### src/rtl/byteacc_pkg.sv
package byteacc_pkg;

    typedef enum logic [2:0] {
        ST_IDLE     = 3'd0,
        ST_RD_ISSUE = 3'd1,
        ST_RD_WAIT  = 3'd2,
        ST_MERGE_WR = 3'd3,
        ST_RESPOND  = 3'd4,
        ST_RECOVER  = 3'd5
    } seq_state_e;

endpackage

### src/rtl/byteacc_split.sv
module byteacc_split #(
    parameter int ADDR_W = 16,
    parameter int OFS_W  = 2
) (
    input  logic [ADDR_W-1:0]       byte_addr,
    output logic [ADDR_W-OFS_W-1:0] word_idx,
    output logic [OFS_W-1:0]        lane_idx
);
    // Power-of-two word size: split is pure wiring.
    assign word_idx = byte_addr[ADDR_W-1:OFS_W];
    assign lane_idx = byte_addr[OFS_W-1:0];
endmodule

### src/rtl/byteacc_lane.sv
module byteacc_lane #(
    parameter int BYTE_W     = 8,
    parameter int WORD_BYTES = 4,
    localparam int DATA_W    = BYTE_W * WORD_BYTES,
    localparam int OFS_W     = $clog2(WORD_BYTES)
) (
    input  logic [DATA_W-1:0] word_in,
    input  logic [OFS_W-1:0]  lane_sel,
    input  logic [BYTE_W-1:0] new_byte,
    output logic [BYTE_W-1:0] byte_out,
    output logic [DATA_W-1:0] merged
);
    assign byte_out = word_in[lane_sel*BYTE_W +: BYTE_W];

    for (genvar g = 0; g < WORD_BYTES; g++) begin : g_lane
        assign merged[g*BYTE_W +: BYTE_W] =
            (lane_sel == OFS_W'(g)) ? new_byte : word_in[g*BYTE_W +: BYTE_W];
    end
endmodule

### src/rtl/byteacc_adapter.sv
module byteacc_adapter
    import byteacc_pkg::*;
#(
    parameter int ADDR_W     = 16,
    parameter int BYTE_W     = 8,
    parameter int WORD_BYTES = 4,
    localparam int DATA_W    = BYTE_W * WORD_BYTES,
    localparam int OFS_W     = $clog2(WORD_BYTES),
    localparam int WADDR_W   = ADDR_W - OFS_W
) (
    input  logic               clk,
    input  logic               rst_n,
    input  logic               req_valid,
    output logic               req_ready,
    input  logic               req_write,
    input  logic [ADDR_W-1:0]  req_addr,
    input  logic [BYTE_W-1:0]  req_wdata,
    output logic               rsp_done,
    output logic [DATA_W-1:0]  rsp_rdata,
    output logic               mem_rd,
    output logic               mem_wr,
    output logic [WADDR_W-1:0] mem_addr,
    output logic [DATA_W-1:0]  mem_wdata,
    input  logic [DATA_W-1:0]  mem_rdata
);

    typedef struct packed {
        seq_state_e         state;
        logic [WADDR_W-1:0] widx;
        logic [OFS_W-1:0]   lane;
        logic               is_wr;
        logic [BYTE_W-1:0]  wbyte;
        logic [DATA_W-1:0]  word;
        logic [DATA_W-1:0]  rdata;
    } seq_regs_t;

    seq_regs_t cur_q, nxt_d;

    logic [WADDR_W-1:0] in_widx;
    logic [OFS_W-1:0]   in_lane;
    logic [BYTE_W-1:0]  picked;
    logic [DATA_W-1:0]  merged;

    byteacc_split #(.ADDR_W(ADDR_W), .OFS_W(OFS_W)) u_split (
        .byte_addr (req_addr),
        .word_idx  (in_widx),
        .lane_idx  (in_lane)
    );

    byteacc_lane #(.BYTE_W(BYTE_W), .WORD_BYTES(WORD_BYTES)) u_lane (
        .word_in  (mem_rdata),
        .lane_sel (cur_q.lane),
        .new_byte (cur_q.wbyte),
        .byte_out (picked),
        .merged   (merged)
    );

    always_comb begin
        nxt_d = cur_q;
        unique case (cur_q.state)
            ST_IDLE: begin
                if (req_valid) begin
                    nxt_d.state = ST_RD_ISSUE;
                    nxt_d.widx  = in_widx;
                    nxt_d.lane  = in_lane;
                    nxt_d.is_wr = req_write;
                    nxt_d.wbyte = req_wdata;
                    nxt_d.rdata = '0;
                end
            end
            ST_RD_ISSUE: nxt_d.state = ST_RD_WAIT;
            ST_RD_WAIT: begin
                if (cur_q.is_wr) begin
                    nxt_d.word  = merged;
                    nxt_d.state = ST_MERGE_WR;
                end else begin
                    nxt_d.rdata = DATA_W'(picked);
                    nxt_d.state = ST_RESPOND;
                end
            end
            ST_MERGE_WR: nxt_d.state = ST_RESPOND;
            ST_RESPOND:  nxt_d.state = ST_RECOVER;
            ST_RECOVER: begin
                nxt_d.state = ST_IDLE;
                nxt_d.rdata = '0;
            end
            default: nxt_d.state = ST_IDLE;
        endcase
    end

    always_ff @(posedge clk) begin
        if (!rst_n) begin
            cur_q <= '{state: ST_IDLE, default: '0};
        end else begin
            cur_q <= nxt_d;
        end
    end

    assign req_ready = (cur_q.state == ST_IDLE);
    assign rsp_done  = (cur_q.state == ST_RESPOND);
    assign rsp_rdata = rsp_done ? cur_q.rdata : '0;
    assign mem_rd    = (cur_q.state == ST_RD_ISSUE);
    assign mem_wr    = (cur_q.state == ST_MERGE_WR);
    assign mem_addr  = cur_q.widx;
    assign mem_wdata = cur_q.word;

endmodule

### config.mk
export PLATFORM = sky130hd
export DESIGN_NAME = byteacc_adapter
export DESIGN_NICKNAME = d
export VERILOG_FILES = /design/src/rtl/byteacc_pkg.sv /design/src/rtl/byteacc_split.sv /design/src/rtl/byteacc_lane.sv /design/src/rtl/byteacc_adapter.sv
export SDC_FILE = /design/constraint.sdc
export NUM_CORES = 1
export LEC_CHECK = 0
export BUFFER_PORTS_ARGS = -buffer_cell sky130_fd_sc_hd__buf_2
export CAP_MARGIN = 20
export CORE_ASPECT_RATIO = 1.5
export CORE_MARGIN = 2
export CORE_UTILIZATION = 37
export DETAILED_ROUTE_END_ITERATION = 12
export GPL_ROUTABILITY_DRIVEN = 0
export GPL_TIMING_DRIVEN = 1
export PLACE_DENSITY = 0.67
export SYNTH_ARGS = -nofsm -noshare
export SYNTH_HDL_FRONTEND = slang
export SYNTH_SLANG_ARGS = --single-unit
### constraint.sdc
create_clock -name clk -period 3.25 [get_ports clk]
set_input_delay 0.325 -clock clk [delete_from_list [all_inputs] [get_ports clk]]
set_output_delay 0.325 -clock clk [all_outputs]
set_load 0.01 [all_outputs]
==> out/results.ini, run 1 <==
[layout]
antennaDiodeCount = 0
area_growth_pct = 12.26
drive_above_1_share = 0.3169
nets = 541
finalInstanceArea_um2 = 4135
postLayoutCoreUtil = 0.4268

[route]
via_per_inst = 5.008
drt_wl_total_um = 9463
drt_pre_antenna_iters = 4
final_antenna_net_count = 0
drt_iter0_drc = 122
wl_per_cell_um = 15.75
vias = 3010
drc_errors = 0

[global_route]
grtUsageTotal = 0.1758
grt_max_degree = 61
gr-total-overflow = 0
grt_pass1_vias = 2798
grt_pass1_wl_um = 14720
met2_usage = 0.2950
use_met3 = 0.03997
grtUsageMet1 = 0.2098
antenna_found_initial = 0
top_usage_layer = met2

[placement]
hpwl_um = 6995
io_buffers = 117
place_area_um2 = 3799

[cts]
cts_buffers = 9
clock-sinks = 68
clockRootBuffer = clkbuf_16
hold_buffers = 0
clockBufferDepth = 2
path_clk_slew_ns = 0.05
cts_resized = 0
h-tree-depth = 3
cts_tree = built
clock_latency_ns = 0.33
cts_setup_buffers = 0

[logic_synthesis]
synth_warnings = 0
synthTopCellsByCount = buf_4, dfxtp_1, nand2_1, nor2_1, a21oi_1
synthMuxAreaShare = 0.09545
synth_top_family_by_area = buffers and inverters
netlist.area_leader.share = 0.3696
synth_compound_area_frac = 0.1410
syn_area_per_cell_um2 = 8.667
synth.most_common_cell = buf_4
synth_edf_count = 0
synthCells = 425
ys_seq_elements = 68
synth_area_um2 = 3684
synth_flop_cell = dfxtp_1
yosys.area.top_type = dfxtp_1
synth_adder_area_share = 0
synth_cell_types = 33
synth_xor_area_frac = 0
synth_area_leaders = dfxtp_1, buf_4, nand2_1, mux4_2, mux2i_1
synth-seq-area-share = 0.3696
yosys.area_share.simple = 0.1844
async_flop_share = 0

[pwr]
p_leak_nw = 1.850
p_per_area_nw_per_um2 = 527.1
power_mw = 2.180
ir_worst_vdd_v = 0.0003125

[timing]
slew_headroom = 0.3587
rsz0062_at_grt = false
fmax_mhz = 491.4
fin_setup_tns_ns = 0
worst_pin_slew_ns = 0.9606
slew_viol_final = 0
clock_skew_ns = 0.006163
fin_crit_ns = 2.035
hold_viol_final = 0
finalSetupViolCount = 0
fin_crit_sh = 0.6261

[floorplan]
num_rows = 44
die_area_um2 = 10790
dieWidth_um = 85.47
io_pins = 142
start_util = 0.3802
dieHeight_um = 126.2
core_um2 = 9689

[critical_path]
worstSetupEndpointType = register
crit_arrival_ns = 2.27
crit_chain = nand2b_1 -> mux2i_1 -> a211oi_1
path_max_fanout = 29
critPathMaxStageDelay_ns = 0.95
cp-start-kind = register
cp_data_required_time_ns = 3.48
path_class = reg -> reg
cpMaxStageDelayCell = dfxtp_1

[flow_run]
drv_cap = 0

[status]
outcome = complete, no violations

[hold_path]
hold_path_class = in -> reg

[cells in the final DEF (no fill, tap or decap), types with 4 or more instances in the layout]
cell       Yosys  final
a21oi_1       24     24
mux2i_1       16     16
nor3_1         4      4
clkbuf_16      0      9
dfxtp_1       68     68
nand2_1       68     68
o31ai_1        8      8
inv_1          9      9
mux4_2         8      8
a311oi_1      16     16
nand3b_1       9      9
a211oi_1      16     16
buf_4         77      4
buf_2          8    118
conb_1         1     24
nor2_1        34     34
o21ai_0        8      8
nand3_1        8      8
and2_1         9      9
nand2b_1       5      5
[critical path: cells and delay by family, from the launching register on]
| family | cells | cell delay (ns) |
|---|---|---|
| flip-flops | 1 | 0.95 |
| AND/OR/NAND/NOR | 1 | 0.50 |
| AO/OA/AOI/OAI | 1 | 0.26 |
| multiplexers | 1 | 0.22 |
[area by class of cell]
cell class	count	area (um2)
well taps	115	143.9
clock buffers	12	256.5
clock inverters	4	47.55
flip-flops and latches	68	1361
fillers	982	5554
inverters	10	37.54
repair buffers	123	648.1
multi-input cells	269	1640
[metal layers]
layer	wire, um	up-vias
met1	3683	1369
met4	245	0
met3	786	16
met5	0	-
li1	-	1474
met2	4748	151
[path summary, 6_finish.rpt]
check | startpoint | endpoint | slack [ns] | depth (start not counted)
max | cur_q[74] | mem_wdata[22] | 1.22 | 3
min | req_addr[6] | mem_addr[4] | 0.23 | 3
max reg2reg | cur_q[74] | mem_wdata[22] | 1.22 | 3
min reg2reg | mem_addr[0] | mem_addr[0] | 0.45 | 2
[cells by family after synthesis]
family / after synthesis
AOI/OAI and AO/OA: 76
buffers and inverters: 111
DFF: 68
muxes: 25
other: 1
and+or+nand+nor: 144
[state kept, by name, summed over array words and instances, names as in the netlist]
signal	flops
cur_q	22
mem_wdata	32
mem_addr	14
[per-stage QoR]
stage          hold WS, ns  instances  setup slack (ns)
6_report            0.2311        601             1.215
3_5_place_dp        0.4489        583             1.061
4_1_cts             0.2237        599             1.058
3_3_place_gp        0.4404        583             1.179
5_1_grt             0.2395        601             1.025
2_1_floorplan       0.4365        448             1.824
[power by group]
group,internal (mW),leakage [nW],switching (mW)
Combinational,0.120,1.15,0.160
Clock,0.633,0.149,0.355
Sequential,0.868,0.552,0.0435
Total,1.62,1.85,0.558
(Power assumes the default switching activity.)
==> run 2: changes to the inputs <==
--- a/config.mk
+++ b/config.mk
@@ -13,7 +13,7 @@
 export DETAILED_ROUTE_END_ITERATION = 12
 export GPL_ROUTABILITY_DRIVEN = 0
 export GPL_TIMING_DRIVEN = 1
-export PLACE_DENSITY = 0.67
+export PLACE_DENSITY = 0.7
 export SYNTH_ARGS = -nofsm -noshare
 export SYNTH_HDL_FRONTEND = slang
 export SYNTH_SLANG_ARGS = --single-unit
==> constraint.sdc (replaced) <==
create_clock -name clk -period 1.8 [get_ports clk]
set_input_delay 0.18 -clock clk [delete_from_list [all_inputs] [get_ports clk]]
set_output_delay 0.18 -clock clk [all_outputs]
set_load 0.01 [all_outputs]
==> out/results.ini, run 2 (synthesis gave the netlist of run 1 again) <==
[status]
outcome = complete, no violations  ; unchanged

[route]
drt_pre_antenna_iters = 4  ; unchanged
drt_iter0_drc = 215  ; was 122
vias = 3081  ; was 3010
wl_per_cell_um = 15.55  ; was 15.75 um
via_per_inst = 5.051  ; was 5.008
drc_errors = 0  ; unchanged
drt_wl_total_um = 9485  ; was 9463 um
final_antenna_net_count = 0  ; unchanged

[layout]
multi_input_area_um2 = 1665  ; was 1640 um2
n_fill_cell = 977  ; was 982
instances_no_fill = 610  ; was 601
area_growth_pct = 15.52  ; was 12.26%
layout_commonest_cell = buf_2  ; unchanged
largest_register_ff_count = 32  ; unchanged
antennaDiodeCount = 0  ; unchanged
seq_area_um2 = 1361  ; unchanged
drive_above_1_share = 0.3313  ; was 0.3169
nets = 551  ; was 541
final_cell_mix = buf_2, nand2_1, dfxtp_1  ; unchanged

[cts]
clock-sinks = 68  ; unchanged
path_clk_slew_ns = 0.06  ; was 0.05 ns
clockBufferDepth = 2  ; unchanged
clock_latency_ns = 0.33  ; about the same
cts_buffers = 9  ; unchanged
h-tree-depth = 3  ; unchanged
hold_buffers = 0  ; unchanged
cts_tree = built  ; unchanged
clockRootBuffer = clkbuf_16  ; unchanged

[global_route]
grtUsageTotal = 0.1757  ; was 0.1758
antenna_found_initial = 0  ; unchanged
grt_pass1_vias = 2886  ; was 2798
gr-total-overflow = 0  ; unchanged
grt_pass1_wl_um = 14540  ; was 14720 um
grt_max_degree = 65  ; was 61

[critical_path]
r2r_setup_slack_ns = 0.26  ; was 1.22 ns
worstSetupEndpointType = output port  ; was register
path_class = reg -> out  ; was reg -> reg
cp-start-kind = register  ; unchanged
cp_data_required_time_ns = 1.62  ; was 3.48 ns
path_max_fanout = 8  ; was 29
crit_arrival_ns = 1.50  ; was 2.27 ns

[floorplan]
die_area_um2 = 10790  ; unchanged
io_pins = 142  ; unchanged
start_util = 0.3802  ; unchanged
num_rows = 44  ; unchanged
dieWidth_um = 85.47  ; unchanged
core_um2 = 9689  ; unchanged
dieHeight_um = 126.2  ; unchanged

[placement]
io_buffers = 117  ; unchanged
placed_cells = 592  ; was 583
hpwl_um = 7041  ; was 6995 um

[pwr]
power_mw = 3.999  ; was 2.180 mW
p_leak_nw = 1.900  ; was 1.850 nW
combPwrFrac = 0.141  ; was 0.129
p_int_mw = 2.985  ; was 1.622 mW
p_seq_frac = 0.406  ; was 0.418
clockPowerShare = 0.453  ; about the same
switching_share = 0.2537  ; was 0.2560
netSwitchingPower_mw = 1.014  ; was 0.5581 mW
p_per_area_nw_per_um2 = 939.9  ; was 527.1 nW/um2
ir_worst_vdd_v = 0.0005366  ; was 0.0003125 V

[timing]
finalSetupViolCount = 0  ; unchanged
fin_crit_ns = 1.677
fmax_mhz = 596.4
hold_viol_final = 0  ; unchanged
clock_skew_ns = 0.006244  ; was 0.006163 ns
slew_headroom = 0.6380  ; was 0.3587
fin_setup_tns_ns = 0  ; unchanged
fin_crit_sh = 0.9315
rsz0062_at_grt = false  ; unchanged
worst_pin_slew_ns = 0.5420  ; was 0.9606 ns
slew_viol_final = 0  ; unchanged

[flow_run]
drv_cap = 0  ; unchanged

[hold_path]
hold_path_class = in -> reg  ; unchanged

[run 2: changes by cell type in the layout (fill, tap and decap cells not counted), sizes merged]
cell,delta
buf,+9
clkinv,-2
clkinvlp,+1
nor3b,+1
[run 2: worst max-delay path: stages, from the launching register on]
cell and delay, ns:
dfxtp_1 0.43, buf_4 0.21, nor3b_4 0.26, and2_1 0.16, buf_2 0.12
[run 2: power groups by stage]
stage | Clock (mW) | Sequential [mW] | Combinational (mW)
after floorplan | 0 | 1.63 | 0.464
after global placement | 0 | 1.66 | 0.543
after detailed placement | 0 | 1.66 | 0.554
after CTS | 1.85 | 1.63 | 0.558
after global routing | 1.92 | 1.63 | 0.616
final | 1.81 | 1.63 | 0.563
[run 2: what timing repair did]
action	in CTS	in global routing
resized for setup	1	1
endpoints found under the setup margin	8	8
buffers inserted	0	2
cloned	0	1
[run 2: routing by layer]
layer	part of all wire	vias to the layer above	global-route usage
met5	0	-	0
met4	0.048	0	0.1120
met3	0.072	25	0.04522
met2	0.51	142	0.2914
met1	0.37	1424	0.1969
li1	-	1490	-
[run 2: final timing paths]
| path | startpoint | end | cells after the start |
|---|---|---|---|
| setup / recovery | cur_q[91] | rsp_rdata[2] | 4 |
| hold / removal | req_addr[9] | mem_addr[7] | 3 |
| setup reg to reg | cur_q[72] | mem_wdata[24] | 4 |
| hold reg to reg | mem_addr[9] | mem_addr[9] | 2 |
[run 2: layout make-up]
class,count,area share
inverters,10,0.008821
multi-input cells,270,0.3914
clock buffers,12,0.06263
well taps,115,0.03381
repair buffers,132,0.1729
flip-flops and latches,68,0.3199
clock inverters,3,0.01059
[run 2: through the flow]
stage	hold WS [ns]	setup slack, ns	cell area [um2]	utilization
final	0.08200	0.1233	4255	0.4392
after global routing	0.08346	0.01822	4255	0.4392
after CTS	0.07146	0.03005	4222	0.4357
after detailed placement	0.4265	0.2946	3904	0.4029
after global placement	0.4200	0.3442	3904	0.4029
after floorplan	0.3160	0.4591	3770	-
